File: config.mk
export PLATFORM = sky130hd
export DESIGN_NAME = line_access_window
export DESIGN_NICKNAME = d
export VERILOG_FILES = /design/src/rtl/law_pkg.sv /design/src/rtl/law_edge_det.sv /design/src/rtl/law_len_calc.sv /design/src/rtl/law_win_cnt.sv /design/src/rtl/law_viol.sv /design/src/rtl/line_access_window.sv
export SDC_FILE = /design/constraint.sdc
export NUM_CORES = 1
export LEC_CHECK = 0
export BUFFER_PORTS_ARGS = -buffer_cell sky130_fd_sc_hd__buf_2
export CAP_MARGIN = 5
export CORE_MARGIN = 2
export CORE_UTILIZATION = 37
export DETAILED_ROUTE_END_ITERATION = 10
export PLACE_DENSITY = 0.65
export SLEW_MARGIN = 20
export SYNTH_ARGS = -nofsm -noshare
export SYNTH_HDL_FRONTEND = slang
export SYNTH_SLANG_ARGS = --single-unit
export TNS_END_PERCENT = 1
File: constraint.sdc
create_clock -name clk_i -period 2.1 [get_ports clk_i]
set_input_delay 0.42 -clock clk_i [delete_from_list [all_inputs] [get_ports clk_i]]
set_output_delay 0.42 -clock clk_i [all_outputs]
set_load 0.02 [all_outputs]
File: src/rtl/law_pkg.sv
package law_pkg;
  typedef enum logic [1:0] {
    BPP_1 = 2'b00,
    BPP_2 = 2'b01,
    BPP_4 = 2'b10,
    BPP_R = 2'b11
  } bpp_e;

  function automatic logic [1:0] depth_offset(input logic [1:0] sel);
    case (bpp_e'(sel))
      BPP_1:   return 2'd3;
      BPP_2:   return 2'd2;
      default: return 2'd1;
    endcase
  endfunction

  // shift for div*2: 4->3, 8->4, 16->5
  function automatic logic [2:0] div_shift(input logic [1:0] cfg);
    case (cfg)
      2'b00:   return 3'd3;
      2'b01:   return 3'd4;
      default: return 3'd5;
    endcase
  endfunction
endpackage

File: src/rtl/law_edge_det.sv
module law_edge_det (
  input  logic clk_i,
  input  logic rst_ni,
  input  logic sync_i,
  output logic fall_o,
  output logic irq_o
);
  logic sync_q;

  assign fall_o = sync_q & ~sync_i;

  always_ff @(posedge clk_i or negedge rst_ni) begin
    if (!rst_ni) begin
      sync_q <= 1'b0;
      irq_o  <= 1'b0;
    end else begin
      sync_q <= sync_i;
      irq_o  <= fall_o;
    end
  end


  irq_single_chk: assert property (@(posedge clk_i) disable iff (!rst_ni)
    irq_o |=> !irq_o);
endmodule

File: src/rtl/law_len_calc.sv
module law_len_calc
  import law_pkg::*;
#(
  parameter int TW = 8,
  localparam int CW = TW + 5
) (
  input  logic [TW-1:0] tcr_i,
  input  logic [TW-1:0] cr_i,
  input  logic [1:0]    bpp_i,
  input  logic [1:0]    div_cfg_i,
  output logic [CW-1:0] len_o
);
  logic signed [TW+1:0] diff;

  always_comb begin
    diff = $signed({2'b00, tcr_i}) - $signed({2'b00, cr_i})
         - $signed({{TW{1'b0}}, depth_offset(bpp_i)});
    if (diff <= 0) len_o = '0;
    else           len_o = CW'(diff[TW-1:0]) << div_shift(div_cfg_i);
  end
endmodule

File: src/rtl/law_win_cnt.sv
module law_win_cnt #(
  parameter int CW = 13
) (
  input  logic          clk_i,
  input  logic          rst_ni,
  input  logic          load_i,
  input  logic [CW-1:0] len_i,
  output logic          open_o
);
  logic [CW-1:0] cnt_q;

  always_ff @(posedge clk_i or negedge rst_ni) begin
    if (!rst_ni)            cnt_q <= '0;
    else if (load_i)        cnt_q <= len_i;
    else if (cnt_q != '0)   cnt_q <= cnt_q - 1'b1;
  end

  assign open_o = (cnt_q != '0);


  countdown_chk: assert property (@(posedge clk_i) disable iff (!rst_ni)
    (open_o && !load_i) |=> (cnt_q == $past(cnt_q) - 1'b1));


  reload_chk: assert property (@(posedge clk_i) disable iff (!rst_ni)
    load_i |=> (cnt_q == $past(len_i)));
endmodule

File: src/rtl/law_viol.sv
module law_viol (
  input  logic clk_i,
  input  logic rst_ni,
  input  logic req_i,
  input  logic open_i,
  input  logic clr_i,
  output logic gnt_o,
  output logic viol_o
);
  logic bad;

  assign bad   = req_i & ~open_i;
  assign gnt_o = req_i & open_i;

  always_ff @(posedge clk_i or negedge rst_ni) begin
    if (!rst_ni)    viol_o <= 1'b0;
    else if (bad)   viol_o <= 1'b1;
    else if (clr_i) viol_o <= 1'b0;
  end


  viol_set_chk: assert property (@(posedge clk_i) disable iff (!rst_ni)
    (req_i && !open_i) |=> viol_o);


  viol_hold_chk: assert property (@(posedge clk_i) disable iff (!rst_ni)
    (viol_o && !clr_i) |=> viol_o);
endmodule

File: src/rtl/line_access_window.sv
module line_access_window #(
  parameter int TW = 8,
  localparam int CW = TW + 5
) (
  input  logic          clk_i,
  input  logic          rst_ni,
  input  logic          line_sync_i,
  input  logic [TW-1:0] tcr_i,
  input  logic [TW-1:0] cr_i,
  input  logic [1:0]    bpp_i,
  input  logic [1:0]    div_cfg_i,
  input  logic          host_req_i,
  input  logic          viol_clr_i,
  output logic          window_open_o,
  output logic          irq_o,
  output logic          host_gnt_o,
  output logic          viol_o
);
  logic          fall;
  logic [CW-1:0] len;

  law_edge_det u_edge (
    .clk_i (clk_i),
    .rst_ni(rst_ni),
    .sync_i(line_sync_i),
    .fall_o(fall),
    .irq_o (irq_o)
  );

  law_len_calc #(.TW(TW)) u_len (
    .tcr_i    (tcr_i),
    .cr_i     (cr_i),
    .bpp_i    (bpp_i),
    .div_cfg_i(div_cfg_i),
    .len_o    (len)
  );

  law_win_cnt #(.CW(CW)) u_cnt (
    .clk_i (clk_i),
    .rst_ni(rst_ni),
    .load_i(fall),
    .len_i (len),
    .open_o(window_open_o)
  );

  law_viol u_viol (
    .clk_i (clk_i),
    .rst_ni(rst_ni),
    .req_i (host_req_i),
    .open_i(window_open_o),
    .clr_i (viol_clr_i),
    .gnt_o (host_gnt_o),
    .viol_o(viol_o)
  );


  open_at_line_chk: assert property (@(posedge clk_i) disable iff (!rst_ni)
    $rose(window_open_o) |-> irq_o);


  gnt_in_window_chk: assert property (@(posedge clk_i) disable iff (!rst_ni)
    host_gnt_o |-> window_open_o);
endmodule

# Word-level counts from Yosys, hierarchy flattened
# Index checks and enable logic that the tools add are counted.
[classes] add_sub_neg=3 order_cmp=1 n_eq_ne=2 n_shift=1 muxes=8 bitwise_logic=5 n_reduce_logical=5
[ops] op="$mux W13" n=3
[ops] op="$reduce_bool A13 Y1" n=1
[ops] op="$shl A8 B3 Y13" n=1
[ops] op="$sub A13 B1 Y13 const B" n=1
[ops] op="$le A10 B1 Y1 const B" n=1
[ops] op="$sub A9 B3 Y10" n=1
[ops] op="$sub A8 B8 Y9" n=1
[ops] op="$pmux W3 S2" n=1
[ops] op="$eq A2 B1 Y1 const B" n=2
[ops] op="$logic_not A2 Y1" n=2
[ops] op="$pmux W2 S2" n=1
[ops] op="$reduce_bool A2 Y1" n=2
[ops] op="$and A1 B1 Y1" n=3
[ops] op="$mux W3" n=1
[ops] op="$mux W1" n=2
[ops] op="$not A1 Y1" n=2
[totals] ff_bits=16 input_bits=25 out_inout_bits=4 word_cells=29

# Logic depth before layout (Yosys ltp)
[logic_depth] ltp_word=8 ltp_mapped=12 mapped_depth_nobuf=11

# Modules after synthesis
# Synthesis repeated with hierarchy kept, for this count alone.
[hier_totals] hier_cells=207 area_unflattened_um2=1839.3
[by_module_without_submodules] module="law_len_calc" n_inst=1 cells_each=124 area_each_um2=964.7
[by_module_without_submodules] module="law_win_cnt" n_inst=1 cells_each=75 area_each_um2=758.2
[by_module_without_submodules] module="law_edge_det" n_inst=1 cells_each=3 area_each_um2=63.8
[by_module_without_submodules] module="law_viol" n_inst=1 cells_each=5 area_each_um2=52.6

# Least setup slack after synthesis
# No wires, ideal clock.
[synth_path] kind="input to register" startpoint="input port tcr_i[0]" endpoint="register u_cnt.cnt_q[9]" arrival_time_ns=2.879 t_required_ns=1.979 path_slack_ns=-0.900 stages=11 path_buffers=0 cell_sequence="inv_1 -> ha_1 -> fa_1 -> inv_1 -> fa_1 -> or2_2 -> o21bai_1 -> xor2_1 -> o22ai_1 -> a211o_1 -> o22a_1"
[synth_via] elab_chain_cells=5 elab_cells_between_ends=6 classes_between="add/sub: 2; order compare: 1; shift: 1; mux: 2"
[synth_lines] element="start: declaration" line_no="line_access_window.sv:8" text="input logic [TW-1:0] tcr_i,"
[synth_lines] element="$sub A8 B8 Y9 (*)" line_no="law_len_calc.sv:16" text="diff = $signed({2'b00, tcr_i}) - $signed({2'b00, cr_i})"
[synth_lines] element="$sub A9 B3 Y10 (*)" line_no="law_len_calc.sv:17" text="- $signed({{TW{1'b0}}, depth_offset(bpp_i)});"
[synth_lines] element="$le A10 B1 Y1 / $shl A8 B3 Y13 (equally long branches)" line_no="law_len_calc.sv:18, law_len_calc.sv:19"
[synth_lines] element="$mux W13 (*)" line_no="law_len_calc.sv:18" text="if (diff <= 0) len_o = '0;"
[synth_lines] element="$mux W13 (*)" line_no="law_win_cnt.sv:14" text="else if (load_i) cnt_q <= len_i;"
[synth_lines] element="end signal: assignment" line_no="law_win_cnt.sv:14"
[synth_lines] element="end signal: assignment" line_no="law_win_cnt.sv:15" text="else if (cnt_q != '0) cnt_q <= cnt_q - 1'b1;"
[synth_lines] element="end: declaration" line_no="law_win_cnt.sv:10" text="logic [CW-1:0] cnt_q;"
# Mark *: on every way between the ends. The rest lies on a longest branch, timed or not.
# A chain may end at the register's enable or synchronous reset.

# Worst setup path after layout
# Same ends and word-level chain as after synthesis.

==> flow_metrics.tcl <==
set metrics [dict create \
    clock_path_buffers 2 \
    status "complete, but fails checks" \
    diodes 0 \
    timing_max_transition_violations_final 0 \
    share_of_synthesized_area_occupied_by_flip_flops_and_latches_pct 24.8 \
    cpPeakStageDelay_ns 0.49 \
    dr_vias 1655 \
    timing.max_cap.violations 0 \
    endpoint_kind "flip-flop" \
    groute.usage.overall_pct 16.6 \
    drt_drc_violations_left 0 \
    worst_ep_required_time_ns 2.30 \
    largest_net_degree_at_the_start_of_global_routing 17 \
    wire_per_inst_um 12.0 \
    slew_headroom_pct 60.3 \
    worst_path_max_delay_cell "sky130_fd_sc_hd__fa_1" \
    finalWirelength_mm 3.82 \
    worstHoldPathType "in -> async" \
    grt_setup_unrepaired "true" \
    postSynth.topFlopCell "sky130_fd_sc_hd__dfrtp_1" \
    placement.setup.worst_slack_ns -0.875 \
    number_of_antenna_violations_at_the_first_check_in_global_routing 0 \
    synth_fp_nets 223 \
    initial_core_util_pct 37.9 \
    tritoncts.num_buffers 3 \
    tritoncts "done" \
    crit_fanout 2 \
    die_height_um 70.0 \
    synth.cell_area_um2 1610 \
    port_buffers 28 \
    post-route-min-period_ns 2.63 \
    final_worst_path_period_share_pct 125 \
    grt_pass1_vias 1620 \
    worst_clock_skew_ns 0.00186 \
    timing_hold_violations_final 0 \
    clock.fmax_ghz 0.381 \
    setup_ws_ns -0.527 \
    drt-vias-per-instance 5.19 \
    cts.sinks 16 \
    post_synth_num_cell_types 57 \
    postSynth.asyncResetShare_pct 100 \
    critPathKind "in -> reg" \
    post-dp-hpwl_mm 3.06 \
    placement.cell_area_um2 2190 \
    yosys_warnings 0 \
    syn_avg_cell_area_um2 8.72 \
    area.growth.synth_to_final_pct 48.0 \
    worst-endpoint-arrival_ns 2.82 \
    violations_in_the_final_reports "setup timing" \
    io_pins 29 \
    post-route-cell-area_um2 2390 \
    worst_ir_drop_vdd_uv 320 \
    rows 24 \
    fillCellCount 408 \
    first_pass_grt_wire_length_mm 6.62 \
    setup_viol 12 \
    post_synth_mux_area_share_pct 0 \
    h_tree_level_count 1 \
    core-area_um2 4260 \
    overflow 0 \
    power.leakage_nw 1.12 \
    gpl.final_weighted_congestion 0.799 \
    floorplan.die.width_um 70.0 \
    die_area_um2 4910 \
    path_cells "buf_6 -> inv_4 -> ha_4 -> fa_1 -> inv_2 -> fa_2 -> or2_4 -> buf_4 -> nor2_1 -> a22oi_1 -> a2111oi_0 -> o22a_1" \
    placed_cells_incl_taps 312 \
    synthSimpleGateAreaFrac_pct 22.0 \
    yosys.area_share.adder_pct 11.0 \
    synth_area_in_compound_gates_pct 26.7 \
    ys_ff_latch 16 \
    initialDrtViolationCount 52 \
    dominant_combinational_cell_family_by_area_after_synthesis "compound AO/OA/AOI/OAI gates" \
    crit_path_start_kind "primary input" \
    finalNetCount 306 \
    root_buffer "sky130_fd_sc_hd__clkbuf_8" \
    slew_at_the_pin_closest_to_its_max_slew_limit_ns 0.581 \
    power.density_nw_per_um2 854 \
    cell_depth_of_the_worst_flop_to_flop_path 8 \
    synth_enable_flop_cells 0 \
    drive_gt1_share_pct 43.8 \
    finish.cell_count_without_fillers 319 \
    clk-insertion-delay-late_ns 0.26 \
    post_synth_inst_count 185 \
    drt.antenna.violating_nets 0 \
    yosys.area_share.xor_xnor_pct 9.77 \
    clkSlewWorstSetupHoldPaths_ns 0.06 \
    final_util_pct 56.0 \
    drt_pre_antenna_iters 4 \
]
==> power breakdown <==
group | switching [mW] | internal (mW)
sequential | 0.0887 | 0.419
combinational | 0.565 | 0.688
clock | 0.112 | 0.167
total | 0.766 | 1.27
==> synth_stat cells, types with 4 or more instances <==
library cell | n | area share [%]
sky130_fd_sc_hd__nand3b_1 | 6 | 2.8
sky130_fd_sc_hd__o21ai_0 | 9 | 2.8
sky130_fd_sc_hd__nor2_1 | 12 | 2.8
sky130_fd_sc_hd__xor2_1 | 8 | 4.3
sky130_fd_sc_hd__nand2b_1 | 4 | 1.6
sky130_fd_sc_hd__ha_1 | 11 | 8.5
sky130_fd_sc_hd__inv_1 | 17 | 4.0
sky130_fd_sc_hd__nor3_1 | 4 | 1.2
sky130_fd_sc_hd__nand2_1 | 12 | 2.8
sky130_fd_sc_hd__xnor2_1 | 10 | 5.4
sky130_fd_sc_hd__a31oi_1 | 4 | 1.6
sky130_fd_sc_hd__dfrtp_1 | 16 | 25
sky130_fd_sc_hd__o22ai_1 | 5 | 1.9
sky130_fd_sc_hd__a21oi_1 | 6 | 1.9
==> layer usage <==
layer  global-route usage (%)  vias up  wire length (um)
li1                         -      843                 -
met1                     18.5      778              1600
met2                     31.2       29              2040
met3                     1.88        5               106
met4                     7.26        0                72
met5                        0        -                 0
==> cell usage in the layout, fill, tap and decap left out, drive strengths merged, types with 3 or more instances in the layout <==
cell | netlist | layout
nand3b | 6 | 6
nand2 | 13 | 13
nor2 | 13 | 13
nor3 | 5 | 5
o22ai | 5 | 5
inv | 18 | 18
a21oi | 6 | 6
a211oi | 4 | 4
dfrtp | 16 | 16
xor2 | 8 | 8
o21ai | 11 | 11
buf | 3 | 82
or2 | 3 | 3
a31o | 3 | 3
ha | 11 | 11
nand2b | 4 | 4
o32a | 3 | 3
a31oi | 4 | 4
or3 | 4 | 4
clkbuf | 1 | 4
xnor2 | 10 | 10
==> cell type report <==
cell class                      count  area, um^2  area share (%)
Sequential cell                    16         400            16.8
Inverter                           18        70.1            2.93
Multi-Input combinational cell    147        1230            51.6
Clock buffer                        4        55.1            2.30
Timing Repair Buffer               82         566            23.7
Tap cell                           52        65.1            2.72
==> critical path: cells and delay by family <==
kind / cells / cell delay [ns]
fa+ha+maj: 3 / 0.99
compound gates: 3 / 0.80
buf+inv: 4 / 0.30
simple gates: 2 / 0.31
==> state kept, by name, indices dropped and copies added, names as in the netlist <==
signal,cells
u_viol.viol_o,1
u_cnt.cnt_q,13
u_edge.irq_o,1
u_edge.sync_q,1
==> cells by family after synthesis <==
logic type | count (synthesis)
AOI/OAI and AO/OA | 55
DFF | 16
buffers and inverters | 22
adders and majority gates | 13
and+or+nand+nor | 61
xor gates and xnor gates | 18
==> what timing repair did <==
item                                    in CTS  in global routing
pin swaps                                    3                 12
endpoints found under the setup margin      12                 13
hold buffers                                 0                  0
setup buffers                                0                  3
gates resized for setup                     11                 11
==> stage by stage <==
step | setup TNS [ns] | total power [mW] | hold slack (ns)
after detailed placement | -8.61 | 1.64 | 0.353
after floorplan | -5.74 | 1.20 | 0.124
after global placement | -8.36 | 1.62 | 0.348
after CTS | -5.45 | 1.98 | 0.0754
after global routing | -6.38 | 2.20 | 0.0914
final | -5.08 | 2.04 | 0.0651
==> path summary, 6_finish.rpt <==
check / slack, ns / endpoint / startpoint
max: -0.53 / u_cnt.cnt_q[9]$_DFFE_PN0P_ / tcr_i[0]
min: 0.07 / u_cnt.cnt_q[12]$_DFFE_PN0P_ / rst_ni
max reg2reg: -0.07 / u_cnt.cnt_q[9]$_DFFE_PN0P_ / u_cnt.cnt_q[8]$_DFFE_PN0P_
min reg2reg: 0.53 / u_viol.viol_o$_DFFE_PN0P_ / u_viol.viol_o$_DFFE_PN0P_
max in group asynchronous: 1.77 / u_cnt.cnt_q[11]$_DFFE_PN0P_ / rst_ni
min in group clk_i: 0.28 / u_edge.sync_q$_DFF_PN0_ / line_sync_i
Note: power is estimated with default switching activity, not from simulation.
